**src/rtl/vpal_pkg.sv**
```systemverilog
package vpal_pkg;

   typedef enum logic [1:0] {
      DEPTH_1 = 2'd0,
      DEPTH_2 = 2'd1,
      DEPTH_4 = 2'd2,
      DEPTH_8 = 2'd3
   } depth_e;

   // number of index bits that a depth setting lets through
   function automatic int depth_bits(input depth_e d);
      case (d)
         DEPTH_1: return 1;
         DEPTH_2: return 2;
         DEPTH_4: return 4;
         default: return 8;
      endcase
   endfunction

endpackage

```
**src/rtl/vpal_decode.sv**
```systemverilog
module vpal_decode
   import vpal_pkg::*;
#(
   parameter int WORD_W   = 32,
   parameter int CODE_W   = 6,
   parameter int NUM_LOG  = 16,
   parameter int NUM_CUR  = 3,
   parameter int ENT_W    = 13,
   parameter int CTRL_CODE = 56
) (
   input  logic                       clk,
   input  logic                       rst_n,
   input  logic                       wr_en,
   input  logic [WORD_W-1:0]          wr_data,
   output logic                       lg_we,
   output logic [$clog2(NUM_LOG)-1:0] lg_sel,
   output logic                       bd_we,
   output logic                       cs_we,
   output logic [$clog2(NUM_CUR+1)-1:0] cs_sel,
   output logic                       ctl_we,
   output logic [ENT_W-1:0]           ent_data,
   output depth_e                     depth_data
);
   localparam int LOG_BITS   = $clog2(NUM_LOG);
   localparam int CUR_BITS   = $clog2(NUM_CUR + 1);
   localparam int BORDER_CODE = NUM_LOG;
   localparam int CUR_LO     = NUM_LOG + 1;
   localparam int CUR_HI     = NUM_LOG + NUM_CUR;

   if (CUR_HI >= (1 << CODE_W)) begin : g_bad_codes
      $error("vpal_decode: cursor codes exceed code field");
   end
   if (CTRL_CODE <= CUR_HI || CTRL_CODE >= (1 << CODE_W)) begin : g_bad_ctrl
      $error("vpal_decode: control code collides or overflows");
   end
   if (ENT_W + CODE_W > WORD_W) begin : g_bad_word
      $error("vpal_decode: entry and code do not fit the word");
   end

   logic [CODE_W-1:0] code;
   logic [CODE_W-1:0] cur_off;
   logic [WORD_W-CODE_W-ENT_W-1:0] unused_mid;

   assign code       = wr_data[WORD_W-1 -: CODE_W];
   assign cur_off    = code - CODE_W'(NUM_LOG);
   assign unused_mid = wr_data[WORD_W-CODE_W-1:ENT_W];

   always_comb begin
      lg_we  = wr_en && (int'(code) < NUM_LOG);
      bd_we  = wr_en && (int'(code) == BORDER_CODE);
      cs_we  = wr_en && (int'(code) >= CUR_LO) && (int'(code) <= CUR_HI);
      ctl_we = wr_en && (int'(code) == CTRL_CODE);
      lg_sel = code[LOG_BITS-1:0];
      cs_sel = cur_off[CUR_BITS-1:0];
   end

   assign ent_data   = wr_data[ENT_W-1:0];
   assign depth_data = depth_e'(wr_data[3:2]);


   strobe_excl_chk: assert property (@(posedge clk) disable iff (!rst_n)
      $onehot0({lg_we, bd_we, cs_we, ctl_we}));

endmodule

```
**src/rtl/vpal_regfile.sv**
```systemverilog
module vpal_regfile
   import vpal_pkg::*;
#(
   parameter int NUM_LOG = 16,
   parameter int NUM_CUR = 3,
   parameter int ENT_W   = 13
) (
   input  logic                         clk,
   input  logic                         rst_n,
   input  logic                         lg_we,
   input  logic [$clog2(NUM_LOG)-1:0]   lg_sel,
   input  logic                         bd_we,
   input  logic                         cs_we,
   input  logic [$clog2(NUM_CUR+1)-1:0] cs_sel,
   input  logic                         ctl_we,
   input  logic [ENT_W-1:0]             ent_data,
   input  depth_e                       depth_data,
   output logic [ENT_W-1:0]             lg_tab [NUM_LOG],
   output logic [ENT_W-1:0]             bd_ent,
   output logic [ENT_W-1:0]             cs_tab [NUM_CUR+1],
   output depth_e                       depth_q
);

   for (genvar k = 0; k < NUM_LOG; k++) begin : g_log
      always_ff @(posedge clk) begin
         if (!rst_n)                         lg_tab[k] <= '0;
         else if (lg_we && int'(lg_sel) == k) lg_tab[k] <= ent_data;
      end


      lg_load_chk: assert property (@(posedge clk) disable iff (!rst_n)
         (lg_we && int'(lg_sel) == k) |=> lg_tab[k] == $past(ent_data));

      lg_hold_chk: assert property (@(posedge clk) disable iff (!rst_n)
         !(lg_we && int'(lg_sel) == k) |=> $stable(lg_tab[k]));
   end

   // slot 0 is the transparent cursor value and never stores anything
   assign cs_tab[0] = '0;
   for (genvar c = 1; c <= NUM_CUR; c++) begin : g_cur
      always_ff @(posedge clk) begin
         if (!rst_n)                         cs_tab[c] <= '0;
         else if (cs_we && int'(cs_sel) == c) cs_tab[c] <= ent_data;
      end


      cs_load_chk: assert property (@(posedge clk) disable iff (!rst_n)
         (cs_we && int'(cs_sel) == c) |=> cs_tab[c] == $past(ent_data));
   end

   always_ff @(posedge clk) begin
      if (!rst_n) begin
         bd_ent  <= '0;
         depth_q <= DEPTH_1;
      end else begin
         if (bd_we)  bd_ent  <= ent_data;
         if (ctl_we) depth_q <= depth_data;
      end
   end


   bd_load_chk: assert property (@(posedge clk) disable iff (!rst_n)
      bd_we |=> bd_ent == $past(ent_data));

   depth_hold_chk: assert property (@(posedge clk) disable iff (!rst_n)
      !ctl_we |=> $stable(depth_q));

endmodule

```
**src/rtl/vpal_select.sv**
```systemverilog
module vpal_select
   import vpal_pkg::*;
#(
   parameter int NUM_LOG = 16,
   parameter int NUM_CUR = 3,
   parameter int ENT_W   = 13,
   parameter int IDX_W   = 8,
   parameter int CUR_W   = 2
) (
   input  logic                       clk,
   input  logic                       rst_n,
   input  logic [ENT_W-1:0]           lg_tab [NUM_LOG],
   input  logic [ENT_W-1:0]           bd_ent,
   input  logic [ENT_W-1:0]           cs_tab [NUM_CUR+1],
   input  depth_e                     depth_q,
   input  logic [IDX_W-1:0]           pix_index,
   input  logic                       border_act,
   input  logic [CUR_W-1:0]           cursor_pix,
   output logic [ENT_W-1:0]           ent_q,
   output logic [IDX_W-$clog2(NUM_LOG)-1:0] direct_q
);
   localparam int LOG_BITS = $clog2(NUM_LOG);
   localparam int DIR_W    = IDX_W - LOG_BITS;

   if (DIR_W < 1) begin : g_bad_idx
      $error("vpal_select: index must be wider than the palette address");
   end
   if (NUM_CUR != (1 << CUR_W) - 1) begin : g_bad_cur
      $error("vpal_select: cursor slots must match cursor pixel width");
   end

   logic [LOG_BITS-1:0] idx_mask;
   logic [LOG_BITS-1:0] lg_addr;
   logic [ENT_W-1:0]    pick;
   logic [DIR_W-1:0]    dir_next;
   logic [ENT_W-1:0]    cur_pick;

   always_comb begin
      for (int i = 0; i < LOG_BITS; i++) begin
         idx_mask[i] = (i < depth_bits(depth_q));
      end
      lg_addr  = pix_index[LOG_BITS-1:0] & idx_mask;
      cur_pick = cs_tab[cursor_pix];
      if (cursor_pix != '0)  pick = cur_pick;
      else if (border_act)   pick = bd_ent;
      else                   pick = lg_tab[lg_addr];
      dir_next = (depth_q == DEPTH_8) ? pix_index[IDX_W-1:LOG_BITS] : '0;
   end

   always_ff @(posedge clk) begin
      if (!rst_n) begin
         ent_q    <= '0;
         direct_q <= '0;
      end else begin
         ent_q    <= pick;
         direct_q <= dir_next;
      end
   end


   direct_zero_chk: assert property (@(posedge clk) disable iff (!rst_n)
      (depth_q != DEPTH_8) |=> direct_q == '0);

   cursor_win_chk: assert property (@(posedge clk) disable iff (!rst_n)
      (cursor_pix != '0) |=> ent_q == $past(cur_pick));

   border_win_chk: assert property (@(posedge clk) disable iff (!rst_n)
      (cursor_pix == '0 && border_act) |=> ent_q == $past(bd_ent));

endmodule

```
**src/rtl/vpal_lookup.sv**
```systemverilog
module vpal_lookup
   import vpal_pkg::*;
#(
   parameter int WORD_W    = 32,
   parameter int CODE_W    = 6,
   parameter int CHAN_W    = 4,
   parameter int NUM_LOG   = 16,
   parameter int CUR_W     = 2,
   parameter int IDX_W     = 8,
   parameter int CTRL_CODE = 56,
   localparam int NUM_CUR  = (1 << CUR_W) - 1,
   localparam int RGB_W    = 3 * CHAN_W,
   localparam int ENT_W    = RGB_W + 1,
   localparam int DIR_W    = IDX_W - $clog2(NUM_LOG)
) (
   input  logic              clk,
   input  logic              rst_n,
   input  logic              wr_en,
   input  logic [WORD_W-1:0] wr_data,
   input  logic [IDX_W-1:0]  pix_index,
   input  logic              border_act,
   input  logic [CUR_W-1:0]  cursor_pix,
   output logic [RGB_W-1:0]  rgb_out,
   output logic              supreme_out,
   output logic [DIR_W-1:0]  direct_out
);
   localparam int LOG_BITS = $clog2(NUM_LOG);
   localparam int CUR_BITS = $clog2(NUM_CUR + 1);

   if (NUM_LOG != (1 << LOG_BITS)) begin : g_bad_log
      $error("vpal_lookup: logical slot count must be a power of two");
   end

   logic                 lg_we, bd_we, cs_we, ctl_we;
   logic [LOG_BITS-1:0]  lg_sel;
   logic [CUR_BITS-1:0]  cs_sel;
   logic [ENT_W-1:0]     ent_data;
   depth_e               depth_data, depth_q;
   logic [ENT_W-1:0]     lg_tab [NUM_LOG];
   logic [ENT_W-1:0]     cs_tab [NUM_CUR+1];
   logic [ENT_W-1:0]     bd_ent;
   logic [ENT_W-1:0]     ent_q;

   vpal_decode #(
      .WORD_W(WORD_W), .CODE_W(CODE_W), .NUM_LOG(NUM_LOG),
      .NUM_CUR(NUM_CUR), .ENT_W(ENT_W), .CTRL_CODE(CTRL_CODE)
   ) u_decode (
      .clk(clk), .rst_n(rst_n), .wr_en(wr_en), .wr_data(wr_data),
      .lg_we(lg_we), .lg_sel(lg_sel), .bd_we(bd_we), .cs_we(cs_we),
      .cs_sel(cs_sel), .ctl_we(ctl_we), .ent_data(ent_data),
      .depth_data(depth_data)
   );

   vpal_regfile #(
      .NUM_LOG(NUM_LOG), .NUM_CUR(NUM_CUR), .ENT_W(ENT_W)
   ) u_regs (
      .clk(clk), .rst_n(rst_n), .lg_we(lg_we), .lg_sel(lg_sel),
      .bd_we(bd_we), .cs_we(cs_we), .cs_sel(cs_sel), .ctl_we(ctl_we),
      .ent_data(ent_data), .depth_data(depth_data),
      .lg_tab(lg_tab), .bd_ent(bd_ent), .cs_tab(cs_tab), .depth_q(depth_q)
   );

   vpal_select #(
      .NUM_LOG(NUM_LOG), .NUM_CUR(NUM_CUR), .ENT_W(ENT_W),
      .IDX_W(IDX_W), .CUR_W(CUR_W)
   ) u_sel (
      .clk(clk), .rst_n(rst_n), .lg_tab(lg_tab), .bd_ent(bd_ent),
      .cs_tab(cs_tab), .depth_q(depth_q), .pix_index(pix_index),
      .border_act(border_act), .cursor_pix(cursor_pix),
      .ent_q(ent_q), .direct_q(direct_out)
   );

   assign rgb_out     = ent_q[RGB_W-1:0];
   assign supreme_out = ent_q[ENT_W-1];


   reset_zero_chk: assert property (@(posedge clk)
      !rst_n |=> (rgb_out == '0 && !supreme_out && direct_out == '0));

endmodule

```
**config.mk**
```make
export PLATFORM = sky130hd
export DESIGN_NAME = vpal_lookup
export DESIGN_NICKNAME = d
export VERILOG_FILES = /design/src/rtl/vpal_pkg.sv /design/src/rtl/vpal_decode.sv /design/src/rtl/vpal_regfile.sv /design/src/rtl/vpal_select.sv /design/src/rtl/vpal_lookup.sv
export SDC_FILE = /design/constraint.sdc
export NUM_CORES = 1
export LEC_CHECK = 0
export BUFFER_PORTS_ARGS = -buffer_cell sky130_fd_sc_hd__buf_2
export CAP_MARGIN = 20
export CORE_MARGIN = 2
export CORE_UTILIZATION = 55
export CTS_BUF_LIST = sky130_fd_sc_hd__clkbuf_4 sky130_fd_sc_hd__clkbuf_8
export CTS_CLUSTER_DIAMETER = 40
export DETAILED_ROUTE_END_ITERATION = 8
export GPL_ROUTABILITY_DRIVEN = 0
export PLACE_DENSITY = 0.72
export SLEW_MARGIN = 20
export SYNTH_ARGS = -nofsm -noshare
export SYNTH_HDL_FRONTEND = slang
export SYNTH_SLANG_ARGS = --single-unit
```
**constraint.sdc**
```tcl
create_clock -name clk -period 2.2 [get_ports clk]
set_input_delay 0.22 -clock clk [delete_from_list [all_inputs] [get_ports clk]]
set_output_delay 0.22 -clock clk [all_outputs]
set_load 0.02 [all_outputs]
```
=== Word level (Yosys, flattened, before mapping) ===
Index checks and enable logic that the tools add are counted.

* Bits in registers: 279
* Logic and storage cells: 96
* Output and inout port bits: 17

* Bitwise logic cells: 3
* Mux-type cells: 9
* Reduce and logical (&&, ||, !) cells: 28
* Add/sub/neg operators: 1
* Eq/ne operators: 23
* Magnitude comparators: 9

{| class="wikitable"
|+ Operators with widths
! cell !! count
|-
| 2-to-1 mux 13 bit || 6
|-
| binary-select mux 13 bit (select 4 bit) || 1
|-
| equality test 4 bit, second input constant || 8
|-
| binary-select mux 13 bit (select 2 bit) || 1
|-
| logical AND 1 bit || 24
|-
| equality test 4 x 3 -> 1 bit, second input constant || 4
|-
| case mux 4 bit (3 select lines) || 1
|-
| equality test 2 bit, second input constant || 4
|-
| equality test 4 x 2 -> 1 bit, second input constant || 2
|-
| < comparator 1 x 4 -> 1 bit, first input constant || 2
|-
| < comparator 2 x 4 -> 1 bit, first input constant || 2
|-
| equality test 6 x 4 -> 1 bit, second input constant || 1
|-
| equality test 6 bit, second input constant || 1
|-
| >= comparator 6 x 5 -> 1 bit, second input constant || 1
|-
| less-or-equal comparator 6 x 5 -> 1 bit, second input constant || 1
|-
| < comparator 6 x 5 -> 1 bit, second input constant || 1
|-
| >= comparator 5 bit, second input constant || 1
|-
| inverter 4 -> 5 bit || 1
|-
| AND 4 bit || 1
|-
| equality test 2 x 1 -> 1 bit, second input constant || 2
|-
| equality test 4 x 1 -> 1 bit, second input constant || 1
|-
| logical NOT 4 bit || 1
|-
| >= comparator 3 bit, second input constant || 1
|-
| inverter 2 -> 3 bit || 1
|-
| other kinds (4) || 4
|}

=== Logic depth before layout (Yosys ltp) ===
* Word-level depth: 10
* Depth in mapped cells: 8
* Depth with buffers taken out: 4

=== By module ===
A second synthesis with hierarchy kept.

* Cells, all modules: 1,198
* Area, all modules: 12,510.7 um2

{| class="wikitable"
|+ Modules (own cells, without submodules)
! module !! times used !! cells each !! area an instance (um2) !! sequential area each (um2)
|-
| vpal_regfile || 1 || 956 || 9,599.2 || 5,245.0
|-
| vpal_select || 1 || 214 || 2,678.8 || 340.3
|-
| vpal_decode || 1 || 28 || 232.7 || 0.0
|}

=== Worst setup path before layout ===
No wires, ideal clock.

* Path kind: register -> register
* Start: register u_regs.depth_q[1]
* End: register u_sel.ent_q[11]
* Period minus slack after synthesis: 1,770 ps
* Setup time: 127 ps
* Data arrival time: 1,643 ps
* Path slack: 430 ps
* Buffers on the path: 1
* Stages on the path, launching flop included: 6
* Cells stage by stage: dfxtp_1 -> o21ai_4 -> buf_6 -> mux4_2 -> a211oi_1 -> a31oi_1

* Longest elaborated chain between the ends: 10
* Elaborated cells between the ends (all ways): 15
* Classes of those cells: 4 x order compare; 2 x eq/ne; 6 x mux; 2 x bitwise; 1 x reduce/logical

{| class="wikitable"
|+ Ends and longest elaborated chain
! what !! line !! source
|-
| start, declared || vpal_regfile.sv:21 || <nowiki>output depth_e depth_q</nowiki>
|-
| start signal, assigned || vpal_regfile.sv:57 || <nowiki>if (ctl_we) depth_q <= depth_data;</nowiki>
|-
| equality test 2 bit (tied with other cells) || vpal_pkg.sv:12 || <nowiki>case (d)</nowiki>
|-
| case mux 4 bit (3 select lines) * || vpal_pkg.sv:12 ||
|-
| < comparator 1 x 4 -> 1 bit or < comparator 2 x 4 -> 1 bit (tied branches) || vpal_select.sv:40 || <nowiki>idx_mask[i] = (i < depth_bits(depth_q));</nowiki>
|-
| AND 4 bit * || vpal_select.sv:42 || <nowiki>lg_addr = pix_index[LOG_BITS-1:0] & idx_mask;</nowiki>
|-
| inverter 4 -> 5 bit (implied by the code) * || vpal_select.sv:46 || <nowiki>else pick = lg_tab[lg_addr];</nowiki>
|-
| binary-select mux 13 bit (select 4 bit) * || vpal_select.sv:46 ||
|-
| 2-to-1 mux 13 bit (implied by the code) * (2 in a row) || vpal_select.sv:46 ||
|-
| 2-to-1 mux 13 bit * || vpal_select.sv:45 || <nowiki>else if (border_act) pick = bd_ent;</nowiki>
|-
| 2-to-1 mux 13 bit * || vpal_select.sv:44 || <nowiki>if (cursor_pix != '0) pick = cur_pick;</nowiki>
|-
| end signal, assigned || vpal_select.sv:55 || <nowiki>ent_q <= pick;</nowiki>
|-
| end, declared || vpal_select.sv:19 || <nowiki>output logic [ENT_W-1:0] ent_q,</nowiki>
|}

Every way passes the cells marked *; elsewhere a longest branch is shown, timed or not. The select of a mux whose other input is x is not followed.
A chain may end at the register's enable or synchronous reset.

=== Worst setup path in the final report ===
* Start: register u_regs.depth_q[1]
* End: register u_sel.ent_q[4]

The elaborated chain is that of the path after synthesis.

==> metrics.md <==
| Metric | Value |
|---|---|
| P per Cell Area | `732 nW/um2` |
| Most Crowded Layer GR | `met2` |
| Fill cell count | `1825` |
| Cells after DPL | `1394` |
| Final core utilization | `62.8%` |
| Global-route wire length before repair | `44900 um` |
| Clk_skew | `0.0140 ns` |
| H-tree levels | `2` |
| Count of pins over their slew limit | `0` |
| R2R setup slack | `0.13 ns` |
| Die Span X | `156 um` |
| Fmax | `483 MHz` |
| WL final | `28100 um` |
| Fin nets | `1208` |
| Total global-route track usage | `23.6%` |
| CTS Buf Count | `47` |
| Vias in the first global route | `8168` |
| GRT met3 Usage | `4.08%` |
| Most frequent cells in the layout | `dfxtp_1 (279), nor2b_1 (266), mux2i_1 (262)` |
| Die height | `156 um` |
| Critical Path Max Stage Delay | `0.50 ns` |
| Most frequent CP cell | `buf_12` |
| RSZ-0062 raised after global routing | `no` |
| PortBufs | `49` |
| Hold EP | `u_regs.depth_q[1]` |
| Req. time, crit path | `2.63 ns` |
| Leak Pwr | `5.82 nW` |
| Max cap viols | `0` |
| 1st-iter DRT viols | `558` |
| Fin cells | `1481` |
| Min cycle time layout | `2.07 ns` |
| CTS root buffer | `clkbuf_8` |
| Post-Syn Area | `12700 um2` |
| Area delta synth->final | `11.8%` |
| Slowest CP cell | `mux4_2` |
| Resized Gates After CTS | `0` |
| Design Power | `10.4 mW` |
| Grt ovf | `0` |
| Relative max-transition margin | `51.9%` |
| Crit path buf inv count | `2` |
| Largest net degree at the start of global routing | `96` |
| Slew of the pin with the lowest slew margin | `0.720 ns` |
| Critical path capture point type | `flip-flop` |
| TritonCTS clock tree | `done` |
| Post-CTS Setup Bufs | `0` |
| Seq/Total Area, Yosys | `43.9%` |
| Worst-Skew Late Latency | `0.56 ns` |
| Status | `finished, final reports clean` |
| Layout cell share with drive strength beyond 1 | `20.9%` |
| Reg clk slew, reported paths | `0.06 ns` |
| Library cells used by synthesis | `33` |
| Cts hold-fix bufs | `4` |
| Max clock buf depth | `3` |
| Fin crit share | `94.2%` |
| Final Hold Viols | `0` |
| Worst vdd ir | `0.000536 V` |
| Grt met1 use | `32.8%` |
| Seq cells post-synth | `279` |
| GRT met2 Usage | `38.2%` |
| Std-Cell Rows | `55` |
| Vias per std cell | `5.53` |
| Synthesized Nets | `1175` |
| Die footprint | `24400 um2` |
| Avg Cell Area, Syn | `11.3 um2` |
| CORE AREA | `22600 um2` |
| Diode count | `0` |
| TritonRoute pass-1 iters | `5` |
| Hold Slack | `0.161 ns` |
| Worst r2r src | `u_regs.depth_q[1]` |
| Setup CP Type | `flip-flop to flip-flop` |
| Setup crit start kind | `flip-flop` |
| Yosys Warn Count | `0` |
| Vias | `8188` |
| Initial antenna violation count | `0` |
| Worst reg2reg endpoint | `u_sel.ent_q[4]` |
| Worst min path class | `primary input to flip-flop` |
| DR WL/cell | `19.0 um` |
| Kind of cell adding the most delay to the critical path | `compound AO/OA/AOI/OAI gates` |
| Total negative slack | `0 ns` |
| Arrival time at the worst endpoint | `2.50 ns` |
| Commonest non-fill, non-tap cell in the layout | `dfxtp_1` |
| Hold Startpoint | `rst_n` |
| Final HPWL DP | `18000 um` |
| Cells after Synth | `1129` |
| Initial core utilization | `56.2%` |
| # setup viols final | `0` |
| Clk sinks | `279` |
| Worst Hold Depth | `2` |
| DRC Markers | `0` |
| Crit-path max FO | `23` |
| CP cell instances | `o21ai_4, buf_12, buf_12, mux4_2, a22oi_1, a31oi_1` |
| Routed Antenna Nets | `0` |
| Worst-case reg-to-reg path depth | `6` |
| I/O Pins | `63` |
-- routing by layer --
metal | vias up | share of wire, %
met5 | - | 0
met4 | 0 | 1.9
met3 | 48 | 3.8
met2 | 163 | 46
met1 | 3974 | 48
li1 | 4003 | -
-- registers in the layout, summed over array words and instances (netlist names) --
signal	count
u_regs.lg_tab	208
u_regs.cs_tab	39
u_regs.bd_ent	13
u_sel.ent_q	13
u_sel.direct_q	4
u_regs.depth_q	2
-- metrics by stage --
stage	setup WS, ns	instance area (um2)
floorplan	0.430	12700
global placement	0.158	13200
detailed placement	0.151	13200
CTS	0.136	14200
global route	0.00973	14200
finish	0.128	14200
-- worst max path at each step --
stage	startpoint	endpoint	slack (ns)	depth (start not counted)
2_1_floorplan	u_regs.depth_q[1]	u_sel.ent_q[11]	0.43	5
3_3_place_gp	u_regs.depth_q[1]	u_sel.ent_q[4]	0.16	6
3_5_place_dp	u_regs.depth_q[1]	u_sel.ent_q[4]	0.15	6
4_1_cts	u_regs.depth_q[1]	u_sel.ent_q[4]	0.14	6
5_1_grt	u_regs.depth_q[1]	u_sel.ent_q[4]	0.01	6
6_report	u_regs.depth_q[1]	u_sel.ent_q[4]	0.13	6
-- cells in the mapped netlist --
master / count / share of area (%)
dfxtp_1: 279 / 44
nor2b_1: 266 / 13
mux2i_1: 262 / 21
clkbuf_1: 67 / 2.0
mux4_2: 51 / 9.0
buf_2: 21 / 0.83
nand2_1: 16 / 0.47
o21ai_0: 14 / 0.55
a211oi_1: 13 / 0.77
a21oi_1: 13 / 0.51
a22o_1: 13 / 0.89
a22oi_1: 13 / 0.77
a31oi_1: 13 / 0.64
buf_4: 13 / 0.77
inv_1: 13 / 0.38
mux2_2: 13 / 1.2
nand3_1: 8 / 0.31
buf_6: 7 / 0.62
and2_1: 5 / 0.25
nor3_4: 5 / 0.64
and3_1: 4 / 0.20
nor2_1: 4 / 0.12
nand4_2: 3 / 0.30
nand2b_1: 2 / 0.098
nand4bb_1: 2 / 0.18
nor4_4: 2 / 0.33
buf_1: 1 / 0.029
mux4_1: 1 / 0.21
nand4_1: 1 / 0.049
nor3_2: 1 / 0.079
nor3b_2: 1 / 0.098
o21ai_4: 1 / 0.13
or2_2: 1 / 0.049
-- kinds of logic (layout without fill, tap and decap cells) --
group                  count (synthesis)  in the layout  synth area share (%)
AO/OA/AOI/OAI                         80             80                  4.26
buffers and inverters                122            189                  4.60
flip-flops                           279            279                  43.9
multiplexers                         327            327                  31.0
AND/OR/NAND/NOR                      321            321                  16.2
-- final cells by class --
cell class	count	area, um2	share of cell area (%)
Clock buffer	78	986	6.93
Multi-Input combinational cell	728	6550	46.1
Tap cell	285	357	2.51
Timing Repair Buffer	93	667	4.69
Sequential cell	279	5590	39.3
Clock inverter	5	32.5	0.229
Inverter	13	48.8	0.343
-- power breakdown --
group / switching (mW) / leakage, nW / internal [mW]
Sequential: 0.0113 / 2.25 / 5.08
Combinational: 0.296 / 3.03 / 0.196
Clock: 2.02 / 0.545 / 2.82
Total: 2.33 / 5.82 / 8.10
Note: power is estimated with default switching activity, not from simulation.
